===== src/rtl/irq_src_pkg.sv =====
package irq_src_pkg;
  localparam int PRIO_W = 8;
  localparam logic [PRIO_W-1:0] PRIO_MASKED = '1;

  // per-source event strobes from control to datapath
  typedef struct packed {
    logic cfgHit;
    logic rejHit;
    logic eoiHit;
    logic resend;
    logic issued;
  } srcStrobe_t;
endpackage


===== src/rtl/irq_src_ctrl.sv =====
module irq_src_ctrl
  import irq_src_pkg::*;
#(
  parameter int NUM_SRC = 16,
  parameter int NUM_W = 16,
  parameter int BASE = 4096,
  localparam int IDX_W = (NUM_SRC > 1) ? $clog2(NUM_SRC) : 1
) (
  input  logic             clk,
  input  logic             rstN,
  input  logic             cfgWe,
  input  logic [IDX_W-1:0] cfgIdx,
  input  logic             rejValid,
  input  logic [NUM_W-1:0] rejNum,
  input  logic             eoiValid,
  input  logic [NUM_W-1:0] eoiNum,
  input  logic             resendReq,
  input  logic [NUM_SRC-1:0] pendVec,
  input  logic             offReady,
  output logic             offValid,
  output logic [IDX_W-1:0] grantIdx,
  output srcStrobe_t       strobes [NUM_SRC]
);
  localparam logic [NUM_W:0] LO_NUM = (NUM_W+1)'(BASE);
  localparam logic [NUM_W:0] HI_NUM = (NUM_W+1)'(BASE + NUM_SRC);

  logic rejIn, eoiIn;
  logic [IDX_W-1:0] rejLocal, eoiLocal, freeIdx, heldIdx;
  logic holdValid;

  // global-to-local decode; numbers outside the window are dropped
  assign rejIn = rejValid && ({1'b0, rejNum} >= LO_NUM) && ({1'b0, rejNum} < HI_NUM);
  assign eoiIn = eoiValid && ({1'b0, eoiNum} >= LO_NUM) && ({1'b0, eoiNum} < HI_NUM);
  assign rejLocal = IDX_W'(rejNum - NUM_W'(BASE));
  assign eoiLocal = IDX_W'(eoiNum - NUM_W'(BASE));

  // lowest pending index wins unless a stalled grant is held
  always_comb begin
    freeIdx = '0;
    for (int i = NUM_SRC - 1; i >= 0; i--)
      if (pendVec[i]) freeIdx = IDX_W'(i);
  end

  assign grantIdx = holdValid ? heldIdx : freeIdx;
  assign offValid = |pendVec;

  always_ff @(posedge clk or negedge rstN) begin
    if (!rstN) begin
      holdValid <= 1'b0;
      heldIdx   <= '0;
    end else begin
      holdValid <= offValid && !offReady;
      heldIdx   <= grantIdx;
    end
  end

  for (genvar i = 0; i < NUM_SRC; i++) begin : g_strobe
    assign strobes[i].cfgHit = cfgWe && (cfgIdx == IDX_W'(i));
    assign strobes[i].rejHit = rejIn && (rejLocal == IDX_W'(i));
    assign strobes[i].eoiHit = eoiIn && (eoiLocal == IDX_W'(i));
    assign strobes[i].resend = resendReq;
    assign strobes[i].issued = offValid && offReady && (grantIdx == IDX_W'(i));
  end
endmodule


===== src/rtl/irq_src_state.sv =====
module irq_src_state
  import irq_src_pkg::*;
#(
  parameter int NUM_SRC = 16,
  parameter int SRV_W = 4,
  parameter logic [NUM_SRC-1:0] LEVEL_MAP = 16'hFF00,
  localparam int IDX_W = (NUM_SRC > 1) ? $clog2(NUM_SRC) : 1
) (
  input  logic               clk,
  input  logic               rstN,
  input  logic [NUM_SRC-1:0] irqIn,
  input  logic [SRV_W-1:0]   cfgServer,
  input  logic [PRIO_W-1:0]  cfgPrio,
  input  logic [PRIO_W-1:0]  cfgSaved,
  input  srcStrobe_t         strobes [NUM_SRC],
  input  logic [IDX_W-1:0]   grantIdx,
  output logic [NUM_SRC-1:0] pendVec,
  output logic [NUM_SRC-1:0] sentVec,
  output logic [NUM_SRC-1:0] rejVec,
  output logic [SRV_W-1:0]   grantServer,
  output logic [PRIO_W-1:0]  grantPrio,
  output logic [PRIO_W-1:0]  grantSaved
);
  logic [SRV_W-1:0]  serverArr [NUM_SRC];
  logic [PRIO_W-1:0] prioArr   [NUM_SRC];
  logic [PRIO_W-1:0] savedArr  [NUM_SRC];

  for (genvar i = 0; i < NUM_SRC; i++) begin : g_src
    logic [PRIO_W-1:0] prioQ, savedQ, prioNext;
    logic [SRV_W-1:0]  serverQ;
    logic pendQ, open, offerNow;

    assign prioNext = strobes[i].cfgHit ? cfgPrio : prioQ;
    assign open = (prioNext != PRIO_MASKED);

    always_ff @(posedge clk or negedge rstN) begin
      if (!rstN) begin
        prioQ   <= PRIO_MASKED;
        savedQ  <= PRIO_MASKED;
        serverQ <= '0;
      end else if (strobes[i].cfgHit) begin
        prioQ   <= cfgPrio;
        savedQ  <= cfgSaved;
        serverQ <= cfgServer;
      end
    end

    if (LEVEL_MAP[i]) begin : g_level
      logic assertQ, sentQ, sentKeep, recheck;
      assign sentKeep = sentQ && !strobes[i].rejHit && !strobes[i].eoiHit;
      assign recheck  = (irqIn[i] != assertQ) || strobes[i].cfgHit || strobes[i].resend;
      assign offerNow = recheck && open && irqIn[i] && !sentKeep;
      always_ff @(posedge clk or negedge rstN) begin
        if (!rstN) begin
          assertQ <= 1'b0;
          sentQ   <= 1'b0;
        end else begin
          assertQ <= irqIn[i];
          sentQ   <= sentKeep || offerNow;
        end
      end
      assign sentVec[i] = sentQ;
      assign rejVec[i]  = 1'b0;
    end else begin : g_msg
      logic rejQ, mpendQ;
      assign offerNow = open && (irqIn[i] || (strobes[i].cfgHit && mpendQ)
                                 || (strobes[i].resend && rejQ));
      always_ff @(posedge clk or negedge rstN) begin
        if (!rstN) begin
          rejQ   <= 1'b0;
          mpendQ <= 1'b0;
        end else begin
          rejQ   <= (rejQ && !strobes[i].resend) || strobes[i].rejHit;
          mpendQ <= (mpendQ || (irqIn[i] && !open)) && !(strobes[i].cfgHit && open);
        end
      end
      assign sentVec[i] = 1'b0;
      assign rejVec[i]  = rejQ;
    end

    always_ff @(posedge clk or negedge rstN) begin
      if (!rstN) pendQ <= 1'b0;
      else       pendQ <= (pendQ && !strobes[i].issued) || offerNow;
    end

    assign pendVec[i]   = pendQ;
    assign serverArr[i] = serverQ;
    assign prioArr[i]   = prioQ;
    assign savedArr[i]  = savedQ;
  end

  assign grantServer = serverArr[grantIdx];
  assign grantPrio   = prioArr[grantIdx];
  assign grantSaved  = savedArr[grantIdx];
endmodule


===== src/rtl/irq_source_layer.sv =====
module irq_source_layer
  import irq_src_pkg::*;
#(
  parameter int NUM_SRC = 16,
  parameter int NUM_W = 16,
  parameter int SRV_W = 4,
  parameter int BASE = 4096,
  parameter logic [NUM_SRC-1:0] LEVEL_MAP = 16'hFF00,
  localparam int IDX_W = (NUM_SRC > 1) ? $clog2(NUM_SRC) : 1
) (
  input  logic               clk,
  input  logic               rstN,
  input  logic [NUM_SRC-1:0] irqIn,
  input  logic               cfgWe,
  input  logic [IDX_W-1:0]   cfgIdx,
  input  logic [SRV_W-1:0]   cfgServer,
  input  logic [PRIO_W-1:0]  cfgPrio,
  input  logic [PRIO_W-1:0]  cfgSaved,
  input  logic               rejValid,
  input  logic [NUM_W-1:0]   rejNum,
  input  logic               eoiValid,
  input  logic [NUM_W-1:0]   eoiNum,
  input  logic               resendReq,
  output logic               offValid,
  input  logic               offReady,
  output logic [NUM_W-1:0]   offNum,
  output logic [SRV_W-1:0]   offServer,
  output logic [PRIO_W-1:0]  offPrio,
  output logic [PRIO_W-1:0]  offSaved
);
  srcStrobe_t strobes [NUM_SRC];
  logic [NUM_SRC-1:0] pendVec, sentVec, rejVec;
  logic [IDX_W-1:0] grantIdx;

  irq_src_ctrl #(.NUM_SRC(NUM_SRC), .NUM_W(NUM_W), .BASE(BASE)) u_ctrl (
    .clk(clk), .rstN(rstN), .cfgWe(cfgWe), .cfgIdx(cfgIdx),
    .rejValid(rejValid), .rejNum(rejNum), .eoiValid(eoiValid), .eoiNum(eoiNum),
    .resendReq(resendReq), .pendVec(pendVec), .offReady(offReady),
    .offValid(offValid), .grantIdx(grantIdx), .strobes(strobes)
  );

  irq_src_state #(.NUM_SRC(NUM_SRC), .SRV_W(SRV_W), .LEVEL_MAP(LEVEL_MAP)) u_state (
    .clk(clk), .rstN(rstN), .irqIn(irqIn), .cfgServer(cfgServer),
    .cfgPrio(cfgPrio), .cfgSaved(cfgSaved), .strobes(strobes), .grantIdx(grantIdx),
    .pendVec(pendVec), .sentVec(sentVec), .rejVec(rejVec),
    .grantServer(offServer), .grantPrio(offPrio), .grantSaved(offSaved)
  );

  assign offNum = NUM_W'(BASE) + NUM_W'(grantIdx);
endmodule


===== config.mk =====
export PLATFORM = sky130hd
export DESIGN_NAME = irq_source_layer
export DESIGN_NICKNAME = d
export VERILOG_FILES = /design/src/rtl/irq_src_pkg.sv /design/src/rtl/irq_src_ctrl.sv /design/src/rtl/irq_src_state.sv /design/src/rtl/irq_source_layer.sv
export SDC_FILE = /design/constraint.sdc
export NUM_CORES = 1
export LEC_CHECK = 0
export ABC_AREA = 1
export BUFFER_PORTS_ARGS = -buffer_cell sky130_fd_sc_hd__buf_4
export CAP_MARGIN = 20
export CORE_UTILIZATION = 42
export DETAILED_ROUTE_END_ITERATION = 12
export GPL_ROUTABILITY_DRIVEN = 1
export PLACE_DENSITY = 0.7
export SYNTH_ARGS = -nofsm -noshare
export SYNTH_HDL_FRONTEND = slang
export SYNTH_SLANG_ARGS = --single-unit
export TNS_END_PERCENT = 50

===== constraint.sdc =====
create_clock -name clk -period 2.6 [get_ports clk]
set_input_delay 0.52 -clock clk [delete_from_list [all_inputs] [get_ports clk]]
set_output_delay 0.52 -clock clk [all_outputs]
set_load 0.05 [all_outputs]

After elaboration in Yosys (flattened, before gate mapping)
Index checks and enable logic that the tools add are counted.
- word-level logic and storage cells: 534
- register bits after elaboration: 373
- bits of input ports: 79
- output and inout bits: 37
- $lt $le $gt $ge: 5
- multiplexer cells: 42
- reductions and logical operators: 308
- bitwise gates (word level): 1
- add/sub/neg operators: 3
- equality and inequality tests: 77
- operators by type and width (cell ; number):
    1-bit logical AND ; 174
    8-bit 2-to-1 mux ; 20
    4-bit equality test, second input constant ; 32
    8-bit inequality test, second input constant ; 16
    4-bit 2-to-1 mux ; 19
    1-bit logical OR ; 72
    8-bit binary-select mux with 4-bit select ; 2
    1-bit zero test ; 58
    4-bit by 3-bit equality test with 1-bit output, second input constant ; 12
    16-bit by 13-bit >= comparator with 1-bit output, second input constant ; 2
    16-bit by 13-bit < comparator with 1-bit output, second input constant ; 2
    4-bit by 2-bit equality test with 1-bit output, second input constant ; 6
    4-bit binary-select mux with 4-bit select ; 1
    16-bit OR reduction ; 1
    13-bit by 4-bit adder with 14-bit output, first input constant ; 1
    4-bit by 1-bit equality test with 1-bit output, second input constant ; 3
    4-bit zero test ; 3
    1-bit inequality test ; 8
    4-bit by 1-bit subtractor with 4-bit output, second input constant ; 2
    5-bit >= comparator, second input constant ; 1
    4-bit NOT with 5-bit output ; 1

Depth between registers and ports, before layout
- depth after elaboration: 22
- depth in mapped cells: 27
- mapped depth without buffers: 25

Modules after synthesis
Synthesis repeated with hierarchy kept, for this count alone.
- cell total of the unflattened synthesis: 2660
- area total of the unflattened synthesis: 19737.7 um2
- modules (own cells, without submodules) (module ; area an instance (um2) ; instances ; cells an instance ; sequential area each (um2)):
    irq_src_state ; 18560.3 ; 1 ; 2427 ; 9529.1
    irq_src_ctrl ; 1079.8 ; 1 ; 219 ; 125.1
    irq_source_layer ; 97.6 ; 1 ; 14 ; 0.0

Least setup slack after synthesis
Ideal clock, no wire load.
- path type: flip-flop to output port
- start: reg u_state.g_src[11].pendQ
- end: out offPrio[0]
- data required time: 2.080 ns
- slack: -0.217 ns
- data arrival time: 2.297 ns
- path buffers: 1
- stages on the path, launching flop included: 13
- cells stage by stage: dfrtp_1 > nor4_1 > nand4_1 > clkinv_1 > o21ai_0 > o21ai_1 > inv_1 > nor2_1 > clkbuf_1 > nand2_1 > nand2_1 > inv_1 > nand2_1
- cells in the longest elaborated chain, start to end: 17
- RTL lines (what ; line ; RTL):
    start: declaration ; irq_src_state.sv:31 ; logic pendQ, open, offerNow;
    start signal: assignment ; irq_src_state.sv:83 ; else pendQ <= (pendQ && !strobes[i].issued) || offerNow;
    4-bit 2-to-1 mux (12 in series) ; irq_src_ctrl.sv:41 ; if (pendVec[i]) freeIdx = IDX_W'(i);
    4-bit 2-to-1 mux ; irq_src_ctrl.sv:44 ; assign grantIdx = holdValid ? heldIdx : freeIdx;
    4-bit NOT with 5-bit output (implied by the code) ; irq_src_state.sv:93 ; assign grantPrio = prioArr[grantIdx];
    8-bit binary-select mux with 4-bit select ; irq_src_state.sv:93 ;
    8-bit 2-to-1 mux (implied by the code) (2 in series) ; irq_src_state.sv:93 ;
    end: declaration ; irq_source_layer.sv:28 ; output logic [PRIO_W-1:0] offPrio,
No other way between the ends. The select of a mux whose other input is x is not followed.

Final worst setup path
- start: reg u_state.g_src[14].pendQ
- end: out offPrio[3]
- cells in the longest elaborated chain, start to end: 20
- RTL lines (what ; line):
    start: declaration ; irq_src_state.sv:31
    start signal: assignment ; irq_src_state.sv:83
    4-bit 2-to-1 mux (15 in series) ; irq_src_ctrl.sv:41
    4-bit 2-to-1 mux ; irq_src_ctrl.sv:44
    4-bit NOT with 5-bit output (implied by the code) ; irq_src_state.sv:93
    8-bit binary-select mux with 4-bit select ; irq_src_state.sv:93
    8-bit 2-to-1 mux (implied by the code) (2 in series) ; irq_src_state.sv:93
No other way between the ends. The select of a mux whose other input is x is not followed.

==> impl_metrics.env <==
export IMPL_maxCapViolations=0
export IMPL_cts_sinks=373
export IMPL_ys_ff_latch=373
export IMPL_fin_crit_ns=3.499
export IMPL_wl_per_cell_um=17.30
export IMPL_p_int_mw=12.55
export IMPL_ant_nets=0
export IMPL_ys_warn_count=0
export IMPL_drtIter0Drc=1581
export IMPL_synth_area_leaders="dfstp_2 36%, nand2_1 21%, dfrtp_1 16%, o21ai_0 8.2%, nand3_1 4.7%"
export IMPL_fmax_mhz=285.8
export IMPL_place_area_um2=20900
export IMPL_pin_count=116
export IMPL_grt_util_all_layers_pct=24.38
export IMPL_fin_crit_sh_pct=134.6
export IMPL_synth_xor_area_share_pct=0
export IMPL_antenna_cells=0
export IMPL_place_gp_congestion=0.9134
export IMPL_grt_pass1_vias=16530
export IMPL_violations="setup timing"
export IMPL_cpMostUsedCell="nand2_1"
export IMPL_path_clk_slew_ns=0.06
export IMPL_start_util_pct=42.50
export IMPL_pwr_share_seq_pct=45.1
export IMPL_synth_top_family_by_area="simple AND/OR/NAND/NOR gates"
export IMPL_critical_path_top_delay_family="simple AND/OR/NAND/NOR gates"
export IMPL_hold_violations=0
export IMPL_synth_compound_area_share_pct=11.15
export IMPL_grt_max_degree=77
export IMPL_pwr_share_clk_pct=32.3
export IMPL_num_fill_cells=4124
export IMPL_cp_endpoint="offPrio[3]"
export IMPL_worst_setup_path_end_kind="output port"
export IMPL_cts_root_buf="clkbuf_16"
export IMPL_synth_mux_area_share_pct=0
export IMPL_final_setup_viol_count=24
export IMPL_critPathKind="flop to output port"
export IMPL_yosysTopAreaCell="dfstp_2"
export IMPL_core_area_um2=44120
export IMPL_tightest_slew_ns=0.7707
export IMPL_htree_num_levels=2
export IMPL_critPathRequiredTime_ns=2.08
export IMPL_port_buffers=103
export IMPL_grt_pass1_wl_mm=87.60
export IMPL_synth_simple_area_share_pct=29.78
export IMPL_grt_overflow=0
export IMPL_status="finished, violations left"
export IMPL_synth_top_area_share_pct=35.87
export IMPL_placementRows=77
export IMPL_multi_input_comb_area_um2=7976
export IMPL_firstDrtPassIters=6
export IMPL_startpoint="u_state.g_src[14].pendQ$_DFF_PN0_"
export IMPL_die_w_um=213.3
export IMPL_p_switching_mw=5.510
export IMPL_die_height_um=213.3
export IMPL_syn_to_final_growth_pct=21.92
export IMPL_path_buf_inv=4
export IMPL_crit_arrival_ns=2.98
export IMPL_hp_class="primary input to flop"
export IMPL_design_area_um2=22860
export IMPL_start_kind="flop"
export IMPL_dieArea_um2=45500
export IMPL_syn_inst=2493
export IMPL_rsz0062_at_grt="yes"
export IMPL_reg2reg_from="u_state.g_src[12].pendQ$_DFF_PN0_"
export IMPL_clk_latency_ns=0.57
export IMPL_vias=17250
export IMPL_rr_worst_depth=13
export IMPL_yosysUniqueCellTypes=33
export IMPL_drc=0
export IMPL_setup_ws_ns=-0.8986
export IMPL_reg2reg_setup_slack_ns=0.05
export IMPL_clockBufferDepth=3
export IMPL_cts_tree="yes"
export IMPL_drt_wl_total_mm=56.27
export IMPL_p_total_mw=18.06
export IMPL_cpMaxStageDelayCell="dfrtp_1"
export IMPL_dp_hpwl_mm=36.52
export IMPL_finalMaxSlewViolations=0
export IMPL_cp_num_cells=27
export IMPL_antenna_found_initial=0
export IMPL_nNetsFinal=2707
export IMPL_max_slew_margin_pct=48.57
export IMPL_pwr_share_comb_pct=22.6
export IMPL_cts_made_buffers=41
export IMPL_synth_seq_area_share_pct=51.48
export IMPL_layout_drive_gt1_share_pct=24.46
export IMPL_powerDensity_nw_per_um2=789.9
export IMPL_vias_per_cell=5.302
export IMPL_max_stage_delay_ns=0.39
export IMPL_syn_mean_instance_area_um2=7.522
export IMPL_peakVddDrop_v=0.0005420
export IMPL_fin_skew_ns=0.01475
export IMPL_syn_cell_area_um2=18750
export IMPL_r2r_end="u_state.g_src[14].pendQ$_DFF_PN0_"
export IMPL_power_leakage_nw=10.89
export IMPL_seqCellArea_um2=9654
export IMPL_crit_fanout=18
export IMPL_synthAdderAreaFrac_pct=0
export IMPL_swShare_pct=30.51
## synth_stat cells
library cell	number
nand4_1	34
a221o_1	3
buf_2	30
or2_1	1
nand2_2	2
conb_1	2
o21ai_0	306
inv_1	128
buf_4	13
nor2_1	104
inv_2	11
o221ai_1	2
nand2_4	1
nor3_1	7
o211ai_1	6
nand3_1	176
dfrtp_1	117
a32o_1	1
clkinv_1	2
clkbuf_1	111
and3_1	1
o21ai_1	27
buf_1	1
buf_8	1
nand2_1	1066
dfstp_2	256
nor3_2	1
o311ai_0	1
buf_6	18
a21oi_1	58
nor4_1	3
a22oi_1	2
o31ai_1	1
## cells in the final DEF, fill, tap and decap left out, drive strengths merged
master          n
nor2          104
clkbuf         76
dlygate4sd3     1
nand3         176
nand4          34
o211ai          6
inv           141
clkinvlp        1
buf           244
a221o           3
or2             1
bufbuf          1
o31ai           1
o21ai         333
a21oi          58
clkinv          6
dfstp         256
o311ai          1
o221ai          2
a22oi           2
nor3            8
a32o            1
dfrtp         117
and3            1
conb           12
nor4            3
nand2        1071
bufinv          1
## through the flow
stage	cells	utilization [%]	hold WS [ns]	setup slack, ns	setup TNS [ns]
3_5_place_dp	3161	47.37	0.4735	-0.2991	-5.446
2_1_floorplan	2503	-	0.2244	-0.004797	-0.01919
5_1_grt	3253	51.82	0.06383	-1.135	-24.55
6_report	3253	51.82	0.06845	-0.8986	-18.62
4_1_cts	3242	50.71	0.04857	-0.9001	-19.28
3_3_place_gp	3161	47.37	0.4659	-0.3162	-5.569
## worst register-to-register path: stages, from the launching register on
cell       delay [ns]
dfrtp_1          0.40
o311ai_0         0.33
nand3_1          0.14
nand3_1          0.10
nand3_1          0.07
nand2_1          0.07
a22oi_2          0.05
buf_4            0.18
inv_2            0.14
bufbuf_16        0.34
buf_4            0.16
nand2_1          0.15
o21ai_1          0.21
o21ai_1          0.10
## metal layers
metal	GRT usage (%)	routed length [µm]	vias up	share of wire (%)
met2	38.01	26050	641	46
met3	3.545	3610	104	6.4
met4	9.409	1763	0	3.1
li1	-	-	8217	-
met1	34.23	24850	8284	44
met5	0	0	-	0
## cell type report
| class | instances | area share, % |
|---|---|---|
| clock inverters | 8 | 0.3283 |
| clock buffers | 68 | 5.554 |
| inverters | 141 | 2.315 |
| well taps | 592 | 3.240 |
| flip-flops and latches | 373 | 42.22 |
| multi-input cells | 1817 | 34.89 |
| repair buffers | 254 | 11.45 |
## power groups by stage
stage          sequential [mW]  combinational (mW)  clock [mW]
2_1_floorplan             7.97                2.63           0
3_3_place_gp              8.15                3.64           0
4_1_cts                   8.11                3.81        5.91
3_5_place_dp              8.17                3.73           0
6_report                  8.15                4.08        5.83
5_1_grt                   8.26                4.58        6.14
## state kept, by name (all words and copies together) (netlist names)
signal	count
u_ctrl.heldIdx	4
u_ctrl.holdValid	1
u_state.g_src.g_level.assertQ	8
u_state.g_src.g_level.sentQ	8
u_state.g_src.g_msg.mpendQ	8
u_state.g_src.g_msg.rejQ	8
u_state.g_src.pendQ	16
u_state.g_src.prioQ	128
u_state.g_src.savedQ	128
u_state.g_src.serverQ	64
## how the worst min path moves through the flow
stage                                                        start                                           to  slack [ns]  depth (start not counted)
final                                                    irqIn[12]  u_state.g_src[12].g_level.assertQ$_DFF_PN0_        0.07                          1
after CTS                                                irqIn[12]  u_state.g_src[12].g_level.assertQ$_DFF_PN0_        0.05                          1
after detailed placement  u_state.g_src[14].serverQ[1]$_DFFE_PN0P_     u_state.g_src[14].serverQ[1]$_DFFE_PN0P_        0.47                          2
after global placement     u_state.g_src[3].serverQ[2]$_DFFE_PN0P_      u_state.g_src[3].serverQ[2]$_DFFE_PN0P_        0.47                          2
after floorplan                                               rstN                  u_ctrl.heldIdx[0]$_DFF_PN0_        0.22                          0
after global routing                                     irqIn[12]  u_state.g_src[12].g_level.assertQ$_DFF_PN0_        0.06                          1
## what timing repair did
item	in CTS	in global routing
cloned	1	11
buffers inserted	3	0
gates resized for setup	17	73
setup endpoints to repair	25	32
hold buffers	1	0
pin swaps	2	7
endpoints found under the hold margin	14	0
## kinds of logic (layout without fill, tap and decap cells)
family / after synthesis / count (layout)
flops: 373 / 373
buf+inv: 315 / 471
compound gates: 407 / 407
simple gates: 1396 / 1398
other cells: 2 / 12
Power figures use the tool's default switching activity.
